### src/rtl/serport4_pkg.sv
package serport4_pkg;
  typedef enum logic [1:0] {
    SP_SHIFT    = 2'd0,
    SP_ASYNC8   = 2'd1,
    SP_ASYNC9_F = 2'd2,
    SP_ASYNC9_X = 2'd3
  } sp_mode_e;
endpackage

### src/rtl/serport4_baud.sv
// Oversample pulse source: one pulse per sixteenth of a bit in every mode.
module serport4_baud
  import serport4_pkg::*;
#(
  parameter int SLOW_DIV = 2
) (
  input  logic     clk,
  input  logic     rst_n,
  input  sp_mode_e mode,
  input  logic     rate_half,
  input  logic     ext_tick,
  output logic     os_tick
);
  logic slow_tick;

  generate
    if (SLOW_DIV > 1) begin : g_div
      localparam int DW = $clog2(SLOW_DIV);
      logic [DW-1:0] div_q;
      always_ff @(posedge clk or negedge rst_n) begin
        if (!rst_n)                           div_q <= '0;
        else if (div_q == DW'(SLOW_DIV - 1))  div_q <= '0;
        else                                  div_q <= div_q + 1'b1;
      end
      assign slow_tick = (div_q == DW'(SLOW_DIV - 1));
    end else begin : g_nodiv
      assign slow_tick = 1'b1;
    end
  endgenerate

  always_comb begin
    unique case (mode)
      SP_SHIFT:    os_tick = 1'b1;
      SP_ASYNC9_F: os_tick = rate_half | slow_tick;
      default:     os_tick = ext_tick;
    endcase
  end

  p_full_rate_r5: assert property (@(posedge clk) disable iff (!rst_n)
    (mode == SP_ASYNC9_F && rate_half) |-> os_tick);
  p_half_rate_r5: assert property (@(posedge clk) disable iff (!rst_n)
    (mode == SP_ASYNC9_F && !rate_half && os_tick && SLOW_DIV > 1) |=>
      (!os_tick || mode != SP_ASYNC9_F || rate_half));
endmodule

### src/rtl/serport4_tx.sv
// Transmit shifter shared by all modes.
module serport4_tx
  import serport4_pkg::*;
#(
  parameter int DW  = 8,
  parameter int OVS = 16
) (
  input  logic          clk,
  input  logic          rst_n,
  input  sp_mode_e      mode,
  input  logic          os_tick,
  input  logic          rx_hold,
  input  logic          tx_valid,
  output logic          tx_ready,
  input  logic [DW-1:0] tx_data,
  input  logic          tx_bit9,
  output logic          busy,
  output logic          tx_done,
  output logic          line_out,
  output logic          sclk_out
);
  localparam int FW   = DW + 3;
  localparam int BW   = $clog2(FW + 1);
  localparam int CW   = $clog2(OVS);
  localparam int HALF = OVS / 2;

  logic          busy_q, sync_q, done_q;
  logic [FW-1:0] sh_q;
  logic [BW-1:0] bit_q, last_q;
  logic [CW-1:0] cnt_q;
  logic          accept, bit_end;

  assign tx_ready = !busy_q && !(mode == SP_SHIFT && rx_hold);
  assign accept   = tx_valid && tx_ready;
  assign bit_end  = busy_q && os_tick && (cnt_q == CW'(OVS - 1));

  always_ff @(posedge clk or negedge rst_n) begin
    if (!rst_n) begin
      busy_q <= 1'b0;
      sync_q <= 1'b0;
      done_q <= 1'b0;
      sh_q   <= '1;
      bit_q  <= '0;
      last_q <= '0;
      cnt_q  <= '0;
    end else if (accept) begin
      busy_q <= 1'b1;
      sync_q <= (mode == SP_SHIFT);
      done_q <= 1'b0;
      bit_q  <= '0;
      cnt_q  <= '0;
      unique case (mode)
        SP_SHIFT: begin
          sh_q   <= {{(FW-DW){1'b1}}, tx_data};
          last_q <= BW'(DW - 1);
        end
        SP_ASYNC8: begin
          sh_q   <= {2'b11, tx_data, 1'b0};
          last_q <= BW'(DW + 1);
        end
        default: begin
          sh_q   <= {1'b1, tx_bit9, tx_data, 1'b0};
          last_q <= BW'(DW + 2);
        end
      endcase
    end else if (busy_q && os_tick) begin
      cnt_q <= bit_end ? '0 : cnt_q + 1'b1;
      if (bit_end) begin
        if (bit_q == last_q) begin
          busy_q <= 1'b0;
          if (sync_q) done_q <= 1'b1;
        end else begin
          bit_q <= bit_q + 1'b1;
          sh_q  <= {1'b1, sh_q[FW-1:1]};
          if (!sync_q && bit_q == last_q - 1'b1) done_q <= 1'b1;
        end
      end
    end
  end

  assign busy     = busy_q;
  assign tx_done  = done_q;
  assign line_out = busy_q ? sh_q[0] : 1'b1;
  assign sclk_out = !(busy_q && sync_q && cnt_q < CW'(HALF));

  p_ready_busy_r2: assert property (@(posedge clk) disable iff (!rst_n)
    busy_q |-> !tx_ready);
  p_done_clear_r2: assert property (@(posedge clk) disable iff (!rst_n)
    accept |=> !tx_done);
  p_done_stop_r6: assert property (@(posedge clk) disable iff (!rst_n)
    (busy_q && !sync_q && bit_q == last_q) |-> tx_done);
  p_start_low_r3: assert property (@(posedge clk) disable iff (!rst_n)
    (accept && mode != SP_SHIFT) |=> !line_out);
endmodule

### src/rtl/serport4_rx.sv
// Receiver: 16x oversampled asynchronous path and mode 0 shift-in path.
module serport4_rx
  import serport4_pkg::*;
#(
  parameter int DW    = 8,
  parameter int OVS   = 16,
  parameter int SYNC  = 2
) (
  input  logic          clk,
  input  logic          rst_n,
  input  sp_mode_e      mode,
  input  logic          os_tick,
  input  logic          rxd_in,
  input  logic          rx_en,
  input  logic          tx_busy,
  input  logic          rx_ready,
  output logic          rx_valid,
  output logic [DW-1:0] rx_data,
  output logic          rx_bit9,
  output logic          frame_err,
  output logic          busy,
  output logic          hold,
  output logic          sclk_out
);
  localparam int CW  = $clog2(OVS);
  localparam int BW  = $clog2(DW + 4);
  localparam int MID = OVS / 2;

  typedef enum logic [1:0] {R_IDLE, R_ASYNC, R_SYNC} rx_st_e;

  logic [SYNC-1:0] sy_q;
  logic            rxs, rxp_q;
  rx_st_e          st_q;
  logic [CW-1:0]   cnt_q;
  logic [BW-1:0]   bit_q;
  logic [DW-1:0]   sh_q;
  logic            s0_q, s1_q, nine_q, is9_q;
  logic            vote, at_vote, at_end;
  logic            start_async, start_sync, fin_async, fin_sync, space;
  logic            valid_q, bit9_q, ferr_q;
  logic [DW-1:0]   data_q;

  always_ff @(posedge clk or negedge rst_n) begin
    if (!rst_n) begin
      sy_q  <= '1;
      rxp_q <= 1'b1;
    end else begin
      sy_q  <= {sy_q[SYNC-2:0], rxd_in};
      rxp_q <= sy_q[SYNC-1];
    end
  end
  assign rxs = sy_q[SYNC-1];

  assign vote    = (s0_q & s1_q) | (s0_q & rxs) | (s1_q & rxs);
  assign at_vote = os_tick && cnt_q == CW'(MID + 1);
  assign at_end  = os_tick && cnt_q == CW'(OVS - 1);

  assign start_async = st_q == R_IDLE && mode != SP_SHIFT && rx_en && rxp_q && !rxs;
  assign start_sync  = st_q == R_IDLE && mode == SP_SHIFT && rx_en && !valid_q && !tx_busy;
  assign fin_async   = st_q == R_ASYNC && at_vote &&
                       bit_q == (is9_q ? BW'(DW + 2) : BW'(DW + 1));
  assign fin_sync    = st_q == R_SYNC && at_end && bit_q == BW'(DW - 1);
  assign space       = !valid_q || rx_ready;

  always_ff @(posedge clk or negedge rst_n) begin
    if (!rst_n) begin
      st_q   <= R_IDLE;
      cnt_q  <= '0;
      bit_q  <= '0;
      sh_q   <= '0;
      s0_q   <= 1'b1;
      s1_q   <= 1'b1;
      nine_q <= 1'b0;
      is9_q  <= 1'b0;
    end else begin
      unique case (st_q)
        R_IDLE: begin
          if (start_async) begin
            st_q  <= R_ASYNC;
            cnt_q <= '0;
            bit_q <= '0;
            is9_q <= (mode != SP_ASYNC8);
          end else if (start_sync) begin
            st_q  <= R_SYNC;
            cnt_q <= '0;
            bit_q <= '0;
          end
        end
        R_ASYNC: if (os_tick) begin
          cnt_q <= at_end ? '0 : cnt_q + 1'b1;
          if (cnt_q == CW'(MID - 1)) s0_q <= rxs;
          if (cnt_q == CW'(MID))     s1_q <= rxs;
          if (at_vote) begin
            if (bit_q == '0) begin
              if (vote) st_q <= R_IDLE;
            end else if (bit_q <= BW'(DW)) begin
              sh_q <= {vote, sh_q[DW-1:1]};
            end else if (fin_async) begin
              st_q <= R_IDLE;
            end else begin
              nine_q <= vote;
            end
          end
          if (at_end) bit_q <= bit_q + 1'b1;
        end
        R_SYNC: if (os_tick) begin
          cnt_q <= at_end ? '0 : cnt_q + 1'b1;
          if (cnt_q == CW'(MID)) sh_q <= {rxs, sh_q[DW-1:1]};
          if (at_end) begin
            if (bit_q == BW'(DW - 1)) st_q <= R_IDLE;
            else                      bit_q <= bit_q + 1'b1;
          end
        end
        default: st_q <= R_IDLE;
      endcase
    end
  end

  always_ff @(posedge clk or negedge rst_n) begin
    if (!rst_n) begin
      valid_q <= 1'b0;
      data_q  <= '0;
      bit9_q  <= 1'b0;
      ferr_q  <= 1'b0;
    end else if ((fin_async || fin_sync) && space) begin
      valid_q <= 1'b1;
      data_q  <= sh_q;
      bit9_q  <= fin_sync ? 1'b0 : (is9_q ? nine_q : vote);
      ferr_q  <= fin_async && !vote;
    end else if (rx_ready) begin
      valid_q <= 1'b0;
      ferr_q  <= 1'b0;
    end
  end

  assign rx_valid  = valid_q;
  assign rx_data   = data_q;
  assign rx_bit9   = bit9_q;
  assign frame_err = ferr_q;
  assign busy      = st_q != R_IDLE;
  assign hold      = busy || start_sync;
  assign sclk_out  = !(st_q == R_SYNC && cnt_q < CW'(MID));

  p_hold_r11: assert property (@(posedge clk) disable iff (!rst_n)
    (valid_q && !rx_ready) |=> (valid_q && $stable(data_q) && $stable(ferr_q)));
  p_ferr_valid_r8: assert property (@(posedge clk) disable iff (!rst_n)
    ferr_q |-> valid_q);
  p_sync_gate_r13: assert property (@(posedge clk) disable iff (!rst_n)
    (st_q == R_IDLE && mode == SP_SHIFT && (valid_q || !rx_en)) |=> st_q != R_SYNC);
endmodule

### src/rtl/serport4.sv
module serport4
  import serport4_pkg::*;
#(
  parameter int DW       = 8,
  parameter int OVS      = 16,
  parameter int SYNC     = 2,
  parameter int SLOW_DIV = 2
) (
  input  logic          clk,
  input  logic          rst_n,
  input  logic [1:0]    mode,
  input  logic          rate_half,
  input  logic          ext_tick,
  input  logic          tx_valid,
  output logic          tx_ready,
  input  logic [DW-1:0] tx_data,
  input  logic          tx_bit9,
  input  logic          rx_en,
  input  logic          rxd_in,
  output logic          txd,
  output logic          rxd_out,
  output logic          rxd_oe,
  output logic          rx_valid,
  input  logic          rx_ready,
  output logic [DW-1:0] rx_data,
  output logic          rx_bit9,
  output logic          tx_done,
  output logic          frame_err
);
  sp_mode_e mode_e;
  logic     os_tick, tx_busy, rx_busy, rx_hold;
  logic     tx_line, tx_sclk, rx_sclk;

  assign mode_e = sp_mode_e'(mode);

  serport4_baud #(.SLOW_DIV(SLOW_DIV)) u_baud (
    .clk(clk), .rst_n(rst_n), .mode(mode_e), .rate_half(rate_half),
    .ext_tick(ext_tick), .os_tick(os_tick)
  );

  serport4_tx #(.DW(DW), .OVS(OVS)) u_tx (
    .clk(clk), .rst_n(rst_n), .mode(mode_e), .os_tick(os_tick),
    .rx_hold(rx_hold), .tx_valid(tx_valid), .tx_ready(tx_ready),
    .tx_data(tx_data), .tx_bit9(tx_bit9), .busy(tx_busy),
    .tx_done(tx_done), .line_out(tx_line), .sclk_out(tx_sclk)
  );

  serport4_rx #(.DW(DW), .OVS(OVS), .SYNC(SYNC)) u_rx (
    .clk(clk), .rst_n(rst_n), .mode(mode_e), .os_tick(os_tick),
    .rxd_in(rxd_in), .rx_en(rx_en), .tx_busy(tx_busy),
    .rx_ready(rx_ready), .rx_valid(rx_valid), .rx_data(rx_data),
    .rx_bit9(rx_bit9), .frame_err(frame_err), .busy(rx_busy),
    .hold(rx_hold), .sclk_out(rx_sclk)
  );

  assign txd     = (mode_e == SP_SHIFT) ? (tx_sclk & rx_sclk) : tx_line;
  assign rxd_out = tx_line;
  assign rxd_oe  = (mode_e == SP_SHIFT) && tx_busy;

  p_idle_high_r12: assert property (@(posedge clk) disable iff (!rst_n)
    (mode_e == SP_SHIFT && !tx_busy && !rx_busy) |-> txd);
  p_one_user_r13: assert property (@(posedge clk) disable iff (!rst_n)
    (mode_e == SP_SHIFT) |-> !(tx_busy && rx_busy && $stable(mode)));
endmodule

### config.mk
export PLATFORM = sky130hd
export DESIGN_NAME = serport4
export DESIGN_NICKNAME = d
export VERILOG_FILES = /design/src/rtl/serport4_pkg.sv /design/src/rtl/serport4_baud.sv /design/src/rtl/serport4_tx.sv /design/src/rtl/serport4_rx.sv /design/src/rtl/serport4.sv
export SDC_FILE = /design/constraint.sdc
export NUM_CORES = 1
export LEC_CHECK = 0
export BUFFER_PORTS_ARGS = -buffer_cell sky130_fd_sc_hd__buf_2
export CORE_ASPECT_RATIO = 0.5
export CORE_MARGIN = 1.5
export CORE_UTILIZATION = 42
export DETAILED_ROUTE_END_ITERATION = 16
export REMOVE_ABC_BUFFERS = 1
export SYNTH_ARGS = -nofsm -noshare
export SYNTH_HDL_FRONTEND = slang
export SYNTH_SLANG_ARGS = --single-unit
### constraint.sdc
create_clock -name clk -period 2.9 [get_ports clk]
set_clock_uncertainty 0.05 [all_clocks]
set_input_delay 0.435 -clock clk [delete_from_list [all_inputs] [get_ports clk]]
set_output_delay 0.435 -clock clk [all_outputs]
set_load 0.005 [all_outputs]
==> results of run 1 <==
==> power breakdown <==
part | internal [mW] | switching [mW]
Sequential | 1.14 | 0.216
Combinational | 0.392 | 0.380
Clock | 0.754 | 0.392
Total | 2.28 | 0.987
==> kinds of logic after synthesis <==
group,synth area share
buf+inv,0.0370
fa+ha+maj,0.0483
xor+xnor,0.0291
compound gates,0.0985
flops,0.474
mux,0.163
simple gates,0.150
==> layout by cell type, fill, tap and decap left out, drive strengths merged, types with 6 or more instances in the layout <==
| cell | instances |
|---|---|
| dfrtp | 47 |
| buf | 40 |
| mux2i | 27 |
| mux2 | 24 |
| nand2 | 21 |
| inv | 18 |
| o21ai | 16 |
| dfstp | 15 |
| nor2 | 14 |
| ha | 12 |
| nand2b | 9 |
| clkbuf | 9 |
| nand3 | 8 |
| xnor2 | 7 |
| nor3 | 6 |
==> per-stage QoR <==
step                       util  setup WS, ns  power, mW
final                     0.528         0.498       3.27
after global routing      0.528         0.308       3.49
after CTS                 0.528         0.495       3.30
after detailed placement  0.485         0.448       2.14
after global placement    0.485         0.465       2.09
after floorplan               -        -0.447       1.89
==> metal layers <==
metal / track usage / up-vias
met4: 0.0716 / 0
li1: - / 1162
met2: 0.286 / 49
met1: 0.238 / 1170
met5: 0 / -
met3: 0.0623 / 8
==> cell type report <==
| class | count | area [um2] | share of cell area |
|---|---|---|---|
| flip-flops and latches | 62 | 1570 | 0.397 |
| repair buffers | 40 | 228 | 0.0576 |
| clock buffers | 9 | 225 | 0.0570 |
| multi-input cells | 211 | 1630 | 0.413 |
| clock inverters | 7 | 97.6 | 0.0247 |
| well taps | 108 | 135 | 0.0342 |
| inverters | 17 | 63.8 | 0.0161 |
==> state kept, by name, indices dropped and copies added (netlist names), 2 cells and up <==
name / count
u_rx.bit_q: 4
u_rx.cnt_q: 4
u_rx.rx_data: 8
u_rx.sh_q: 8
u_rx.st_q: 2
u_rx.sy_q: 2
u_tx.bit_q: 4
u_tx.cnt_q: 4
u_tx.last_q: 4
u_tx.sh_q: 10
==> critical path: stages (launching register included) <==
cell      delay, ns
dfrtp_1        0.41
inv_1          0.10
ha_1           0.36
nand4b_1       0.21
nor2_1         0.18
a41oi_2        0.08
nor3_4         0.49
mux2_2         0.39
==> Yosys cell counts (3+ instances only) <==
cell type / number / area share
or3_1: 3 / 0.0057
nand2_1: 21 / 0.024
nor3_1: 5 / 0.0075
xnor2_1: 7 / 0.018
a21oi_1: 4 / 0.0060
dfrtp_1: 47 / 0.35
dfstp_2: 15 / 0.12
ha_1: 12 / 0.045
clkbuf_1: 6 / 0.0068
xor2_1: 4 / 0.011
nand3b_1: 4 / 0.0091
nand2b_1: 9 / 0.017
nor2b_1: 4 / 0.0075
nor2_1: 13 / 0.015
nor4b_1: 3 / 0.0079
and3_1: 5 / 0.0094
nand3_1: 8 / 0.012
mux2_2: 24 / 0.082
o21ai_0: 16 / 0.024
mux2i_1: 27 / 0.082
inv_1: 17 / 0.019
o31ai_1: 3 / 0.0068
==> worst min path at each step <==
stage                                start                      endpoint  slack (ns)  cells past startpoint
finish                               rst_n       u_rx.nine_q$_DFFE_PN0P_        0.09                      1
global route                         rst_n       u_rx.nine_q$_DFFE_PN0P_        0.13                      1
CTS                                  rst_n       u_rx.nine_q$_DFFE_PN0P_        0.11                      1
detailed placement  u_rx.sy_q[0]$_DFF_PN1_        u_rx.sy_q[1]$_DFF_PN1_        0.30                      0
global placement    u_rx.sy_q[0]$_DFF_PN1_        u_rx.sy_q[1]$_DFF_PN1_        0.30                      0
floorplan                            rst_n  u_baud.g_div.div_q$_DFF_PN0_        0.09                      0
==> impl_metrics.tcl, run 1 <==
set metrics [dict create \
    die_x_um 129 \
    yosys_warnings 0 \
    hold_path.class "in -> async" \
    drt_wl_total_um 6810 \
    crit_type "reg -> reg" \
    hold_viol 0 \
    cts_sinks 62 \
    cts_resized 0 \
    rsz0062_at_grt "no" \
    synth_edf_count 0 \
    cts_buffer_depth 2 \
    worstPathRequired_ns 3.06 \
    p_per_area_mw_per_mm2 827 \
    final-setup-viol-count 0 \
    dp_hpwl_um 4840 \
    place.gp.congestion 0.832 \
    dp.cells 438 \
    seq_area_frac_synth 0.474 \
    achievable-frequency_mhz 416 \
    die_area_mm2 0.00847 \
    grt_pass1_vias 2385 \
    vias 2389 \
    tightest_slew_ns 1.16 \
    ctsHoldBuffers 0 \
    syn2layout_area_growth_pct 19.3 \
    timing.rr.start "u_rx.st_q[0]$_DFFE_PN0P_" \
    die_y_um 65.8 \
    num-nets-final 372 \
    path_clk_slew_ns 0.06 \
    fillers 708 \
    antenna_found_initial 0 \
    fin_tns_setup_ns 0 \
    dr_wl_met2_um 3090 \
    cts_buffers 9 \
    drive_above_1_share 0.292 \
    wl_met1_um 3320 \
    antenna_cells 0 \
    ff2ff_path_depth 7 \
    reg2reg_to "u_rx.rx_data[7]$_DFFE_PN0P_" \
    arrival_ns 2.56 \
    synth_cell_type_count 57 \
    timing.hold.ws_ns 0.0901 \
    start_kind "flip-flop" \
    dpl_cell_area_mm2 0.00363 \
    max-cap-violations 0 \
    grt_pass1_wl_um 11700 \
    post_cts_buffers 0 \
    clk_latency_ns 0.33 \
    drc 0 \
    synth_seq_cells 62 \
    drt_iter0_drc 157 \
    maxSlewViolCount 0 \
    num_rows 22 \
    wl_met3_um 303 \
    crit_fanout 10 \
    status "completed" \
    cp-startpoint "u_rx.st_q[0]$_DFFE_PN0P_" \
    final_antenna_net_count 0 \
    first_pass_iters 4 \
    grt_max_degree 35 \
    cts-root-buf "clkbuf_16" \
    grt_overflow_total 0 \
    top_layer "met4" \
    syn-mean-instance-area_um2 11.0 \
    worst_setup_path_end_kind "flip-flop" \
    initial_utilization 0.443 \
    tritoncts "built" \
    cts_max_level 3 \
    synthesis.area_mm2 0.00331 \
    io_buffer_count 34 \
    grt_usage 0.184 \
    ir_drop_v 0.000364 \
    finalCritPeriodShare 0.828 \
    synth_ff_type "dfrtp_1" \
    vias_per_cell 5.26 \
    regToRegSetupSlack_ns 0.50 \
    io_pins 35 \
    post_drt_wl_per_cell_um 15.0 \
    async_reset_ff_frac 1.00 \
    slew_headroom 0.223 \
    syn_inst 301 \
    core-area_mm2 0.00749 \
    cp-endpoint "u_rx.rx_data[7]$_DFFE_PN0P_" \
    p_leak_nw 1.75 \
    final_cells 454 \
    design_area_mm2 0.00395 \
    fin_crit_ns 2.40 \
]
Power figures use the tool's default switching activity.
==> inputs of run 2 (changes only) <==
==> constraint.sdc (replaced) <==
create_clock -name clk -period 2.1 [get_ports clk]
set_clock_uncertainty 0.05 [all_clocks]
set_input_delay 0.315 -clock clk [delete_from_list [all_inputs] [get_ports clk]]
set_output_delay 0.315 -clock clk [all_outputs]
set_load 0.005 [all_outputs]
==> impl_metrics.tcl, run 2 (same netlist as run 1, synthesis figures left out) <==
set metrics [dict create \
    tritoncts "built" \
    finalCritPeriodShare 0.983 \
    drc 0 \
    fin_crit_ns 2.06 \
    cpLargestDelayFamily "simple AND/OR/NAND/NOR gates" \
    vias 2539 \
    status "completed" \
    cts_buffers 9 \
    syn2layout_area_growth_pct 31.0 \
    slew_headroom 0.676 \
    max-cap-violations 0 \
    dp_hpwl_um 5390 \
    final_antenna_net_count 0 \
    path_clk_slew_ns 0.05 \
    grt_pass1_vias 2592 \
    tightest_slew_ns 0.484 \
    rsz0062_at_grt "yes" \
    path_buf_inv 1 \
    dp.cells 472 \
    maxSlewViolCount 0 \
    cts_max_level 3 \
    drive_above_1_share 0.391 \
    core-area_mm2 0.00749 \
    cts_sinks 62 \
    p_leak_nw 1.97 \
    cpMaxStageDelayCell "or3b_4" \
    largest_register "u_tx.sh_q" \
    die_y_um 65.8 \
    final_cell_mix "46 x dfrtp_1, 43 x buf_4, 34 x buf_2" \
    first_pass_iters 4 \
    final_common_cell "dfrtp_1" \
    design_area_mm2 0.00434 \
    p_per_area_mw_per_mm2 1090 \
    utilization 0.580 \
    final_cells 494 \
    io_pins 35 \
    vias_per_cell 5.14 \
    crit_type "reg -> reg" \
    largest_reg_flops 10 \
    num_rows 22 \
    antenna_found_initial 0 \
    post_drt_wl_per_cell_um 15.0 \
    grt_max_degree 25 \
    cp_cell_sequence "or3b_4 -> a21oi_4 -> a41oi_2 -> nor3_4 -> buf_6 -> mux2_4" \
    die_x_um 129 \
    grt_usage 0.193 \
    slowest_delay_ns 0.43 \
    cts_buffer_depth 2 \
    antenna_cells 0 \
    power_mw 4.74 \
    grt_pass1_wl_um 12500 \
    initial_utilization 0.443 \
    hold_path.class "in -> reg" \
    worst_setup_path_end_kind "flip-flop" \
    arrival_ns 2.22 \
    timing.hold.ws_ns 0.0400 \
    hold_viol 0 \
    fin_tns_setup_ns 0 \
    worstPathRequired_ns 2.26 \
    start_kind "flip-flop" \
    grt_overflow_total 0 \
    final-setup-viol-count 0 \
    cts-root-buf "clkbuf_16" \
    die_area_mm2 0.00847 \
    dpl_cell_area_mm2 0.00387 \
    crit_fanout 6 \
    io_buffer_count 34 \
    fin_ws_ns 0.0363 \
    place.gp.congestion 0.911 \
    num-nets-final 412 \
    drt_iter0_drc 206 \
    dp_slack_ns -0.233 \
    ir_drop_v 0.000422 \
    drt_wl_total_um 7420 \
    fillers 640 \
    clk_latency_ns 0.32 \
    achievable-frequency_mhz 485 \
]
==> run 2: path summary, 6_finish.rpt <==
check	end	slack [ns]	startpoint	cells after the start
setup / recovery	u_rx.rx_data[3]$_DFFE_PN0P_	0.04	u_rx.bit_q[1]$_DFFE_PN0P_	6
hold / removal	u_rx.sy_q[0]$_DFF_PN1_	0.04	rxd_in	1
setup reg to reg	u_rx.rx_data[3]$_DFFE_PN0P_	0.04	u_rx.bit_q[1]$_DFFE_PN0P_	6
hold reg to reg	u_rx.sy_q[1]$_DFF_PN1_	0.31	u_rx.sy_q[0]$_DFF_PN1_	0
max in group asynchronous	u_rx.bit_q[0]$_DFFE_PN0P_	0.86	rst_n	3
min in group asynchronous	u_rx.sh_q[7]$_DFFE_PN0P_	0.42	rst_n	2
==> run 2: timing repair <==
item | 4_1_cts | 5_1_grt
setup endpoints to repair | 28 | 21
gates resized for setup | 3 | 25
hold buffers | 1 | 0
hold endpoints to repair | 15 | 0
pin swaps | 3 | 4
buffers inserted | 1 | 4
==> run 2: final cells by class <==
type,instances,area (um2),area share
well taps,108,135,0.0311
clock inverters,4,70.1,0.0161
inverters,17,63.8,0.0147
multi-input cells,211,1730,0.398
flip-flops and latches,62,1570,0.362
clock buffers,12,246,0.0568
repair buffers,80,526,0.121
==> run 2: report_power, final <==
| group | internal (mW) | switching (mW) | leakage [nW] |
|---|---|---|---|
| Sequential | 1.57 | 0.255 | 0.756 |
| Clock | 1.07 | 0.498 | 0.157 |
| Combinational | 0.703 | 0.645 | 1.05 |
| Total | 3.34 | 1.40 | 1.97 |
==> run 2: metal layers <==
metal  wire length, um  track usage
met3               320       0.0574
met4               116       0.0716
met2              3360        0.308
met1              3620        0.251
met5                 0            0
==> run 2: worst reg2reg max path, delay by kind of cell (launching register included) <==
family / cells / cell delay [ns]
multiplexers: 1 / 0.30
AND/OR/NAND/NOR: 2 / 0.65
flip-flops: 1 / 0.42
AO/OA/AOI/OAI: 2 / 0.36
buffers and inverters: 1 / 0.17
==> inputs of run 3 (changes only) <==
--- a/config.mk
+++ b/config.mk
@@ -9,6 +9,7 @@
 export CORE_ASPECT_RATIO = 0.5
 export CORE_MARGIN = 1.5
 export CORE_UTILIZATION = 42
+export CTS_BUF_LIST = sky130_fd_sc_hd__clkbuf_8
 export DETAILED_ROUTE_END_ITERATION = 16
 export REMOVE_ABC_BUFFERS = 1
 export SYNTH_ARGS = -nofsm -noshare
==> impl_metrics.tcl, run 3 (same netlist as run 1, synthesis figures left out) <==
set metrics [dict create \
    hold_path.class "in -> reg" \
    final_antenna_net_count 0 \
    path_depth 6 \
    antenna_found_initial 0 \
    cp-endpoint "u_rx.rx_data[5]$_DFFE_PN0P_" \
    cts_buffers 9 \
    final_cells 496 \
    initial_utilization 0.443 \
    p_per_area_mw_per_mm2 1020 \
    slowest_delay_ns 0.43 \
    tightest_slew_ns 0.470 \
    cpMaxStageDelayCell "dfrtp_1" \
    syn2layout_area_growth_pct 28.2 \
    num-nets-final 414 \
    fin_crit_ns 2.10 \
    path_clk_slew_ns 0.07 \
    fillers 647 \
    status "completed" \
    grt_usage 0.195 \
    final_cell_mix "46 x dfrtp_1, 44 x buf_4, 34 x buf_2" \
    cts_max_level 3 \
    hold_viol 0 \
    vias 2559 \
    drt_iter0_drc 111 \
    design_area_mm2 0.00425 \
    fin_tns_setup_ns 0 \
    use_met1 0.250 \
    cpLargestDelayFamily "simple AND/OR/NAND/NOR gates" \
    cts-root-buf "clkbuf_8" \
    use_met2 0.308 \
    clk_latency_ns 0.35 \
    final-setup-viol-count 0 \
    dp_hpwl_um 5390 \
    drt_wl_total_um 7380 \
    dpl_cell_area_mm2 0.00387 \
    maxSlewViolCount 0 \
    cts_buffer_depth 2 \
    final-seq-area_mm2 0.00157 \
    largest_register "u_tx.sh_q" \
    timing.rr.start "u_rx.bit_q[1]$_DFFE_PN0P_" \
    cts_sinks 62 \
    tritoncts "built" \
    die_x_um 129 \
    max-cap-violations 0 \
    place.gp.congestion 0.911 \
    slew_headroom 0.682 \
    first_pass_iters 4 \
    num_rows 22 \
    antenna_cells 0 \
    cp_cell_sequence "or3b_4 -> a21oi_4 -> a41oi_2 -> nor3_4 -> buf_4 -> mux2_2" \
    reg2reg_to "u_rx.rx_data[5]$_DFFE_PN0P_" \
    grt_pass1_wl_um 12500 \
    die_y_um 65.8 \
    path_buf_inv 1 \
    crit_type "reg -> reg" \
    core-area_mm2 0.00749 \
    arrival_ns 2.28 \
    largest_reg_flops 10 \
    achievable-frequency_mhz 477 \
    io_buffer_count 34 \
    grt_max_degree 25 \
    io_pins 35 \
    cp-startpoint "u_rx.bit_q[1]$_DFFE_PN0P_" \
    ff2ff_path_depth 6 \
    drive_above_1_share 0.394 \
    finalCritPeriodShare 0.999 \
    top_usage_layer "met2" \
    final_common_cell "dfrtp_1" \
    worstPathRequired_ns 2.28 \
    drc 0 \
    rsz0062_at_grt "yes" \
    dp.cells 472 \
    multiInputGateArea_mm2 0.00172 \
    start_kind "flip-flop" \
    grt_pass1_vias 2589 \
    p_leak_nw 1.94 \
    crit_fanout 5 \
    met3_usage 0.0566 \
    power_mw 4.33 \
    grt_overflow_total 0 \
    ir_drop_v 0.000403 \
    post_drt_wl_per_cell_um 14.9 \
    regToRegSetupSlack_ns 0.003 \
    worst_setup_path_end_kind "flip-flop" \
    die_area_mm2 0.00847 \
    vias_per_cell 5.16 \
]
run 3: cell count changes in the layout (fill, tap and decap cells not counted), moves of 2 or more:
| cell | change |
|---|---|
| inv_1 | +2 |
| clkbuf_1 | -2 |
| mux2_2 | +3 |
| mux2_4 | -3 |
| clkbuf_8 | +9 |
| clkbuf_16 | -9 |
run 3: routing by layer:
metal  vias up  wire [um]
li1       1238          -
met1      1262       3600
met2        47       3360
met3        12        278
met4         0        136
met5         -          0
run 3: repair_timing:
| action | CTS | global route |
|---|---|---|
| endpoints found under the setup margin | 28 | 21 |
| endpoints found under the hold margin | 16 | 0 |
| buffers inserted | 1 | 5 |
| pin swaps | 3 | 3 |
| hold buffers | 2 | 0 |
| resized for setup | 2 | 24 |
run 3: worst register-to-register path, stage by stage, from the launching register on:
cell and delay, ns:
dfrtp_1 0.43, or3b_4 0.43, a21oi_4 0.18, a41oi_2 0.19, nor3_4 0.20, buf_4 0.17
mux2_2 0.33
run 3: worst min path at each step:
stage | startpoint | endpoint | slack (ns) | depth (start not counted)
3_3_place_gp | rst_n | u_rx.sh_q[7]$_DFFE_PN0P_ | 0.23 | 1
3_5_place_dp | rst_n | u_rx.sh_q[7]$_DFFE_PN0P_ | 0.25 | 1
5_1_grt | tx_valid | u_tx.tx_done$_DFFE_PN0P_ | 0.1 | 2
6_report | tx_valid | u_tx.tx_done$_DFFE_PN0P_ | 0.10 | 2
4_1_cts | tx_valid | u_tx.tx_done$_DFFE_PN0P_ | 0.09 | 2
2_1_floorplan | rst_n | u_baud.g_div.div_q$_DFF_PN0_ | -0.03 | 0
run 3: per-stage QoR:
step           setup WS, ns  utilization  hold WS, ns
2_1_floorplan         -1.25            -      -0.0306
3_3_place_gp         -0.101        0.517        0.231
3_5_place_dp         -0.233        0.517        0.250
4_1_cts              0.0115        0.550       0.0867
5_1_grt             -0.0641        0.568       0.0969
6_report            0.00292        0.568        0.105
run 3: final cells by class:
| cell class | count | share of cell area |
|---|---|---|
| Multi-Input combinational cell | 211 | 0.405 |
| Clock inverter | 6 | 0.0183 |
| Tap cell | 108 | 0.0318 |
| Inverter | 17 | 0.0150 |
| Sequential cell | 62 | 0.370 |
| Clock buffer | 10 | 0.0324 |
| Timing Repair Buffer | 82 | 0.128 |
run 3: report_power, final:
group / internal (mW) / switching (mW) / leakage [nW]
Clock: 0.688 / 0.459 / 0.119
Combinational: 0.720 / 0.643 / 1.06
Sequential: 1.57 / 0.253 / 0.756
Total: 2.98 / 1.35 / 1.94
